--- src/rtl/pe_status_pkg.sv ---
package pe_status_pkg;
   typedef enum logic {
      OP_PROG  = 1'b0,
      OP_ERASE = 1'b1
   } op_kind_t;
endpackage

--- src/rtl/pe_busy_timer.sv ---
module pe_busy_timer
   import pe_status_pkg::*;
#(
   parameter int PROG_CYCLES  = 20,
   parameter int ERASE_CYCLES = 60
) (
   input  logic     clk,
   input  logic     rst_n,
   input  logic     prog_start,
   input  logic     erase_start,
   output logic     busy,
   output op_kind_t op_kind,
   output logic     accept
);
   localparam int MAX_CYC = (PROG_CYCLES > ERASE_CYCLES) ? PROG_CYCLES : ERASE_CYCLES;
   localparam int CNT_W   = (MAX_CYC > 1) ? $clog2(MAX_CYC) : 1;
   localparam logic [CNT_W-1:0] PROG_LOAD  = CNT_W'(PROG_CYCLES - 1);
   localparam logic [CNT_W-1:0] ERASE_LOAD = CNT_W'(ERASE_CYCLES - 1);

   initial begin
      if (PROG_CYCLES < 1)  $error("PROG_CYCLES must be at least 1");
      if (ERASE_CYCLES < 1) $error("ERASE_CYCLES must be at least 1");
   end

   logic [CNT_W-1:0] cnt;

   assign accept = !busy && (prog_start || erase_start);

   always_ff @(posedge clk) begin
      if (!rst_n) begin
         busy    <= 1'b0;
         cnt     <= '0;
         op_kind <= OP_PROG;
      end else if (accept) begin
         busy    <= 1'b1;
         op_kind <= erase_start ? OP_ERASE : OP_PROG;
         cnt     <= erase_start ? ERASE_LOAD : PROG_LOAD;
      end else if (busy) begin
         if (cnt == '0) busy <= 1'b0;
         else           cnt  <= cnt - 1'b1;
      end
   end

   assert_run_R2: assert property (@(posedge clk) disable iff (!rst_n)
      busy && (cnt != '0) |=> busy);
   assert_rise_R3: assert property (@(posedge clk) disable iff (!rst_n)
      !busy && !prog_start && !erase_start |=> !busy);
   assert_kind_R4: assert property (@(posedge clk) disable iff (!rst_n)
      busy |=> $stable(op_kind));
endmodule

--- src/rtl/pe_toggle_bit.sv ---
module pe_toggle_bit (
   input  logic clk,
   input  logic rst_n,
   input  logic clear,
   input  logic advance,
   output logic tog
);
   always_ff @(posedge clk) begin
      if (!rst_n)       tog <= 1'b0;
      else if (clear)   tog <= 1'b0;
      else if (advance) tog <= ~tog;
   end

   assert_flip_R7: assert property (@(posedge clk) disable iff (!rst_n)
      advance && !clear |=> tog != $past(tog));
   assert_still_R7: assert property (@(posedge clk) disable iff (!rst_n)
      !advance && !clear |=> $stable(tog));
endmodule

--- src/rtl/pe_read_mux.sv ---
module pe_read_mux
   import pe_status_pkg::*;
#(
   parameter int DATA_W = 8
) (
   input  logic              clk,
   input  logic              rst_n,
   input  logic              rd_strobe,
   input  logic              busy,
   input  op_kind_t          op_kind,
   input  logic              held_msb,
   input  logic              tog,
   input  logic [DATA_W-1:0] array_data,
   output logic [DATA_W-1:0] rd_data
);
   localparam int POLL_BIT = DATA_W - 1;
   localparam int TOG_BIT  = DATA_W - 2;

   initial begin
      if (DATA_W < 2) $error("DATA_W must be at least 2");
   end

   logic              poll_val;
   logic [DATA_W-1:0] status_word;

   assign poll_val = (op_kind == OP_PROG) ? ~held_msb : 1'b0;

   generate
      if (DATA_W > 2) begin : g_low_pass
         assign status_word = {poll_val, tog, array_data[TOG_BIT-1:0]};
      end else begin : g_no_low
         assign status_word = {poll_val, tog};
      end
   endgenerate

   always_ff @(posedge clk) begin
      if (!rst_n)         rd_data <= '0;
      else if (rd_strobe) rd_data <= busy ? status_word : array_data;
   end

   assert_hold_R10: assert property (@(posedge clk) disable iff (!rst_n)
      !rd_strobe |=> $stable(rd_data));
   assert_idle_R9: assert property (@(posedge clk) disable iff (!rst_n)
      rd_strobe && !busy |=> rd_data == $past(array_data));
   assert_poll_R5: assert property (@(posedge clk) disable iff (!rst_n)
      rd_strobe && busy && (op_kind == OP_PROG) |=> rd_data[POLL_BIT] == !$past(held_msb));
   assert_erase_R6: assert property (@(posedge clk) disable iff (!rst_n)
      rd_strobe && busy && (op_kind == OP_ERASE) |=> !rd_data[POLL_BIT]);
endmodule

--- src/rtl/pe_status_reporter.sv ---
module pe_status_reporter
   import pe_status_pkg::*;
#(
   parameter int DATA_W       = 8,
   parameter int PROG_CYCLES  = 20,
   parameter int ERASE_CYCLES = 60
) (
   input  logic              clk,
   input  logic              rst_n,
   input  logic              prog_start,
   input  logic [DATA_W-1:0] prog_data,
   input  logic              erase_start,
   input  logic              rd_strobe,
   input  logic [DATA_W-1:0] array_data,
   output logic [DATA_W-1:0] rd_data,
   output logic              busy
);
   op_kind_t          op_kind;
   logic              accept;
   logic              tog;
   logic [DATA_W-1:0] held;

   pe_busy_timer #(.PROG_CYCLES(PROG_CYCLES), .ERASE_CYCLES(ERASE_CYCLES)) timer_i (
      .clk(clk), .rst_n(rst_n), .prog_start(prog_start), .erase_start(erase_start),
      .busy(busy), .op_kind(op_kind), .accept(accept)
   );

   pe_toggle_bit toggle_i (
      .clk(clk), .rst_n(rst_n), .clear(accept), .advance(rd_strobe && busy), .tog(tog)
   );

   always_ff @(posedge clk) begin
      if (!rst_n)                      held <= '0;
      else if (accept && !erase_start) held <= prog_data;
   end

   pe_read_mux #(.DATA_W(DATA_W)) mux_i (
      .clk(clk), .rst_n(rst_n), .rd_strobe(rd_strobe), .busy(busy), .op_kind(op_kind),
      .held_msb(held[DATA_W-1]), .tog(tog), .array_data(array_data), .rd_data(rd_data)
   );

   assert_ignore_R4: assert property (@(posedge clk) disable iff (!rst_n)
      busy |=> $stable(held));
   assert_start_R2: assert property (@(posedge clk) disable iff (!rst_n)
      $rose(busy) |-> $past(prog_start || erase_start));
endmodule

--- config.mk ---
export PLATFORM = sky130hd
export DESIGN_NAME = pe_status_reporter
export DESIGN_NICKNAME = d
export VERILOG_FILES = /design/src/rtl/pe_status_pkg.sv /design/src/rtl/pe_busy_timer.sv /design/src/rtl/pe_toggle_bit.sv /design/src/rtl/pe_read_mux.sv /design/src/rtl/pe_status_reporter.sv
export SDC_FILE = /design/constraint.sdc
export NUM_CORES = 1
export LEC_CHECK = 0
export BUFFER_PORTS_ARGS = -buffer_cell sky130_fd_sc_hd__buf_2
export CAP_MARGIN = 20
export CORE_MARGIN = 5
export CORE_UTILIZATION = 50
export CTS_BUF_LIST = sky130_fd_sc_hd__clkbuf_4
export CTS_CLUSTER_SIZE = 16
export DETAILED_ROUTE_END_ITERATION = 7
export PLACE_DENSITY = 0.83
export SLEW_MARGIN = 40
export SYNTH_ARGS = -nofsm -noshare
export SYNTH_HDL_FRONTEND = slang
export SYNTH_SLANG_ARGS = --single-unit
--- constraint.sdc ---
create_clock -name clk -period 2.2 [get_ports clk]
set_clock_uncertainty 0.05 [all_clocks]
set_input_delay 0.22 -clock clk [delete_from_list [all_inputs] [get_ports clk]]
set_output_delay 0.22 -clock clk [all_outputs]
set_load 0.005 [all_outputs]
==> results.py, run 1 <==
metrics = {
    "run_status": {
        "status": "completed",
    },
    "power": {
        "powerDensity_nw_per_um2": 715,
        "finalPower_uw": 695,
        "leakagePower_nw": 0.448,
        "irDropWorstVdd_mv": 0.451,
    },
    "synthesis": {
        "async_flop_share_pct": 0,
        "seq_area_frac_synth_pct": 43.6,
        "synthTopCellsByArea": "dfxtp_1, mux2i_1, nor2_1",
        "ys_ff_latch": 18,
        "synth_top_area_share_pct": 43.6,
        "syn_inst": 90,
        "synth_top_cell_by_area": "dfxtp_1",
        "synth_edf_count": 0,
        "yosysUniqueCellTypes": 30,
        "yosysWarnings": 0,
        "syn_nets": 113,
        "synthFlopType": "dfxtp_1",
        "netlist_area_um2": 826,
        "postSynthAreaPerCell_um2": 9.18,
    },
    "clock_tree": {
        "cts-root-buf": "clkbuf_4",
        "cts_tree": "yes",
        "clock_sinks": 18,
        "cts_setup_buffers": 0,
        "htreeDepth": 1,
        "clock_path_buffers": 2,
        "clock_latency_ps": 290,
        "clkTransAtPathRegs_ps": 100,
        "cts-buffers-inserted": 3,
        "cts_hold_buf": 0,
        "cts_resized": 0,
    },
    "die": {
        "die_area_um2": 2560,
        "initial_utilization_pct": 53.6,
        "num_rows": 14,
        "coreArea_um2": 1540,
        "pin_count": 30,
        "die_h_um": 50.6,
        "fp.dieW_um": 50.6,
    },
    "finish": {
        "layout_common_cells": "buf_2, dfxtp_1, nor2_1",
        "syn_to_final_growth_pct": 17.6,
        "n_antenna_cell": 0,
        "final_common_cell": "buf_2",
        "drive_gt1_share_pct": 23.0,
        "nets": 137,
        "fin_area_um2": 971,
    },
    "timing": {
        "hold_viol": 0,
        "max_slew_margin_pct": 68.0,
        "slew_viol_final": 0,
        "rsz0062_at_grt": "false",
        "timing.final.crit_share_pct": 80.0,
        "tightest_slew_ps": 479,
        "max_freq_mhz": 568,
        "setup_viol": 0,
        "min_period_ps": 1760,
        "finalSetupTns_ps": 0,
    },
    "placement": {
        "place.gp.congestion": 0.886,
        "dpl-instance-area_um2": 945,
        "dp_hpwl_um": 1240,
        "port_buffers": 22,
    },
    "drt": {
        "drc": 0,
        "num_vias": 725,
        "antenna_left": 0,
        "drt_iter0_markers": 3,
        "finalWirelength_um": 1640,
        "wl_per_cell_um": 12.7,
        "via_per_inst": 5.62,
        "firstDrtPassIters": 4,
    },
    "setup_path": {
        "required_ps": 2390,
        "critPathLaunchType": "flip-flop",
        "critPathCaptureType": "flip-flop",
        "critPathKind": "flip-flop to flip-flop",
        "critical_path.max_fanout": 16,
        "crit_arrival_ps": 1950,
    },
    "global_routing": {
        "first_global_vias": 702,
        "overflow": 0,
        "grt_pass1_wl_um": 2980,
        "grtUsageMet1_pct": 18.1,
        "use_met3_pct": 7.69,
        "antenna_found_initial": 0,
        "grt_max_degree": 17,
        "use_met2_pct": 21.5,
        "grt.busiest_layer": "met2",
        "grt_usage_pct": 14.3,
    },
    "job": {
        "cap_violations": 0,
    },
    "hold_path": {
        "hold_class": "input pin to flip-flop",
    },
}
cell families (layout without fill, tap and decap cells):
logic type / count (synthesis) / after routing / synth area share, %
AO/OA/AOI/OAI: 21 / 21 / 16.8
adder cells (fa/ha/maj): 2 / 2 / 3.03
buffers and inverters: 7 / 30 / 3.18
flip-flops: 18 / 18 / 43.6
multiplexers: 9 / 9 / 10.9
AND/OR/NAND/NOR: 33 / 33 / 22.4
cell type report:
class                   instances  area [µm²]
fillers                       141         571
clock buffers                   3        22.5
inverters                       4        15.0
flip-flops and latches         18         360
clock inverters                 1        3.75
repair buffers                 22         110
multi-input cells              65         439
well taps                      16        20.0
where the power goes:
| group | switching [mW] | internal, mW |
|---|---|---|
| sequential | 0.0277 | 0.356 |
| combinational | 0.0712 | 0.0730 |
| clock | 0.101 | 0.0660 |
| total | 0.200 | 0.495 |
synthesized netlist by cell type (3+ instances only):
| master | count |
|---|---|
| nor2b_1 | 3 |
| dfxtp_1 | 18 |
| nor2_1 | 11 |
| nand2_1 | 4 |
| o21ai_0 | 3 |
| a21oi_1 | 5 |
| inv_1 | 4 |
| a211oi_1 | 5 |
| mux2i_1 | 9 |
path summary, 6_finish.rpt:
check | start | end | slack [ps] | cells past startpoint
setup / recovery | timer_i.busy | timer_i.cnt[5] | 440 | 3
hold / removal | prog_data[7] | held[7] | 100 | 3
setup reg to reg | timer_i.busy | timer_i.cnt[5] | 440 | 3
hold reg to reg | mux_i.rd_data[6] | mux_i.rd_data[6] | 450 | 2
state kept, by name, summed over array words and instances, names as in the netlist:
name,flops
held,1
mux_i.rd_data,8
timer_i.busy,1
timer_i.cnt,6
timer_i.op_kind,1
toggle_i.tog,1
critical path, cell delays in order, from the launching register on:
cell	delay, ps
dfxtp_1	610
or4b_1	490
or4_1	470
nand3_1	90
metrics by stage:
step                utilization, %  hold WS, ps  std cells  worst slack, ps
finish                        63.0          104        129              441
detailed placement            61.3          416        125              451
CTS                           63.0          101        129              432
global placement              61.3          403        125              481
global route                  63.0          119        129              344
floorplan                        -          293         90              588
layer usage:
| metal | part of all wire (%) | up-vias |
|---|---|---|
| li1 | - | 372 |
| met4 | 0.43 | 0 |
| met2 | 45 | 21 |
| met1 | 46 | 330 |
| met5 | 0 | - |
| met3 | 8.2 | 2 |
Note: power is estimated with default switching activity, not from simulation.
==> run 2, diff against run 1 <==
Settings changed: ABC_AREA set to 1, CORE_UTILIZATION 50 to 49, PLACE_DENSITY 0.83 to 0.81.
Clock period 2.2 ns to 1.7 ns, I/O delays scaled along.
==> results.py, run 2 <==
metrics = {
    "run_status": {
        "status": "completed",
    },
    "setup_path": {
        "critical_path.max_fanout": 6,
        "slowest_delay_ps": 310,
        "r2r.worst_path.cells": 8,
        "crit_arrival_ps": 1480,
        "critPathKind": "flip-flop to flip-flop",
        "r2r_slack_ps": 390,
        "timing.rr.end": "timer_i.cnt[2]",
        "path_cells": "inv_1 -> ha_1 -> nand3_1 -> nand2_2 -> nand2_4 -> clkinv_4 -> nand2_1 -> a21oi_1",
        "critPathLaunchType": "flip-flop",
        "required_ps": 1870,
        "critical_path.top_delay_family": "simple AND/OR/NAND/NOR gates",
        "r2r-start": "timer_i.cnt[0]",
        "path_buf_inv": 2,
        "critPathSlowestCell": "dfxtp_1",
        "critPathCaptureType": "flip-flop",
    },
    "synthesis": {
        "yosysUniqueCellTypes": 18,
        "syn_nets": 135,
        "yosysWarnings": 0,
        "postSynthAreaPerCell_um2": 7.26,
        "yosysMostFrequentCell": "nor2_1",
        "synth_top_cell_by_area": "dfxtp_1",
        "synthTopCellsByCount": "nor2_1, dfxtp_1, nand2_1, inv_1, o21ai_0",
        "async_flop_share_pct": 0,
        "synth_top_area_share_pct": 44.3,
        "seq_area_frac_synth_pct": 44.3,
        "ys_ff_latch": 18,
        "synthFlopType": "dfxtp_1",
        "netlist_area_um2": 813,
        "synth_edf_count": 0,
        "synthTopCellsByArea": "dfxtp_1, nor2_1, nand2_1",
        "syn_inst": 112,
    },
    "drt": {
        "antenna_left": 0,
        "via_per_inst": 4.99,
        "drc": 0,
        "wl_per_cell_um": 11.6,
        "firstDrtPassIters": 4,
        "drt_iter0_markers": 10,
        "num_vias": 759,
        "finalWirelength_um": 1760,
    },
    "finish": {
        "seqCellArea_um2": 360,
        "nFillCells": 152,
        "drive_gt1_share_pct": 24.3,
        "largest_reg_flops": 8,
        "n_antenna_cell": 0,
        "nets": 161,
        "top_register": "mux_i.rd_data",
        "layout_common_cells": "nor2_1, buf_2, dfxtp_1",
        "reg_top3": "mux_i.rd_data: 8 flops, timer_i.cnt: 6 flops",
        "multi_input_comb_area_um2": 392,
        "syn_to_final_growth_pct": 18.8,
    },
    "placement": {
        "dp_hpwl_um": 1350,
        "port_buffers": 22,
        "place.gp.congestion": 0.845,
    },
    "timing": {
        "max_slew_margin_pct": 77.7,
        "timing.final.crit_share_pct": 76.9,
        "tightest_slew_ps": 333,
        "max_freq_mhz": 765,
        "setup_viol": 0,
        "hold_viol": 0,
        "finalSetupTns_ps": 0,
        "min_period_ps": 1310,
        "rsz0062_at_grt": "false",
        "slew_viol_final": 0,
        "whs_ps": 53.5,
    },
    "clock_tree": {
        "clkTransAtPathRegs_ps": 90,
        "clock_sinks": 18,
        "cts_hold_buf": 0,
        "cts_setup_buffers": 0,
        "clock_latency_ps": 280,
        "htreeDepth": 1,
        "cts_tree": "yes",
        "cts_resized": 0,
        "cts-root-buf": "clkbuf_4",
        "cts-buffers-inserted": 3,
        "clock_path_buffers": 2,
    },
    "power": {
        "irDropWorstVdd_mv": 0.622,
        "power.switching_uw": 306,
        "combPwrFrac_pct": 27.3,
        "leakagePower_nw": 0.484,
        "seq_power_share_pct": 51.7,
        "powerDensity_nw_per_um2": 994,
        "swShare_pct": 31.9,
        "pwr-share-clk_pct": 21.0,
        "p_int_uw": 654,
    },
    "job": {
        "cap_violations": 0,
    },
    "global_routing": {
        "antenna_found_initial": 0,
        "overflow": 0,
        "grt_max_degree": 14,
        "grt_usage_pct": 15.3,
        "first_global_vias": 747,
        "grt_pass1_wl_um": 3080,
    },
    "die": {
        "fp.dieW_um": 50.7,
        "die_h_um": 50.7,
        "num_rows": 14,
        "initial_utilization_pct": 52.8,
        "coreArea_um2": 1540,
        "die_area_um2": 2570,
        "pin_count": 30,
    },
    "hold_path": {
        "hold-path-endpoint": "mux_i.rd_data[0]",
        "min-delay-start": "array_data[0]",
        "hold_class": "input pin to flip-flop",
        "hold_depth": 3,
    },
}
-- run 2: cell types whose count changed after synthesis, moves of 3 or more --
cell,previous run,this run
nand2_1,4,16
nor2_1,11,22
mux2i_1,9,0
inv_1,4,11
nand3_1,1,8
o21ai_0,3,10
a211oi_1,5,0
a21oi_1,5,8
nor2b_1,3,0
o21ai_1,2,5
-- run 2: metal layers --
metal  track usage [%]  routed length [µm]  part of all wire [%]  vias to the layer above
met5                 0                   0                     0                        -
li1                  -                   -                     -                      407
met3              3.85                  80                   4.5                        4
met4              7.66                  38                   2.2                        0
met2              24.6                 837                    47                       16
met1              18.7                 807                    46                      332
-- run 2: cells by family after synthesis --
| logic type | share of synthesized area (%) |
|---|---|
| buffers and inverters | 7.54 |
| XOR/XNOR | 2.15 |
| AO/OA/AOI/OAI | 16.2 |
| adder cells (fa/ha/maj) | 3.08 |
| flip-flops | 44.3 |
| AND/OR/NAND/NOR | 26.8 |
-- run 2: worst max-delay path by stage --
stage,cells past startpoint,startpoint,slack (ps),endpoint
global route,8,timer_i.cnt[0],260,timer_i.cnt[2]
global placement,8,timer_i.cnt[0],450,timer_i.cnt[3]
detailed placement,8,timer_i.cnt[0],410,timer_i.cnt[2]
CTS,8,timer_i.cnt[0],380,timer_i.cnt[2]
finish,8,timer_i.cnt[0],390,timer_i.cnt[2]
floorplan,8,timer_i.cnt[0],540,timer_i.cnt[1]
-- run 2: area by class of cell --
class                   count  share of cell area [%]
repair buffers             23                    12.2
clock buffers               3                    2.33
flip-flops and latches     18                    37.3
multi-input cells          79                    40.5
inverters                  13                    5.57
well taps                  16                    2.07
-- run 2: power groups by stage --
| stage | clock, mW | sequential, mW | combinational, mW |
|---|---|---|---|
| after global placement | 0 | 0.503 | 0.254 |
| after CTS | 0.209 | 0.496 | 0.265 |
| final | 0.202 | 0.496 | 0.262 |
| after global routing | 0.226 | 0.503 | 0.306 |
| after floorplan | 0 | 0.505 | 0.185 |
| after detailed placement | 0 | 0.505 | 0.263 |
-- run 2: per-stage QoR --
step	cells	util, %	setup WS (ps)	total power [mW]	cell area (µm²)
global route	152	62.7	255	1.04	966
floorplan	112	-	535	0.690	813
detailed placement	149	61.2	408	0.769	943
finish	152	62.7	393	0.961	966
CTS	152	62.7	384	0.970	966
global placement	149	61.2	451	0.757	943
-- run 2: worst min-delay path: stages --
cell and delay, ps:
buf_2 80, nor2_1 40, nor2_1 80
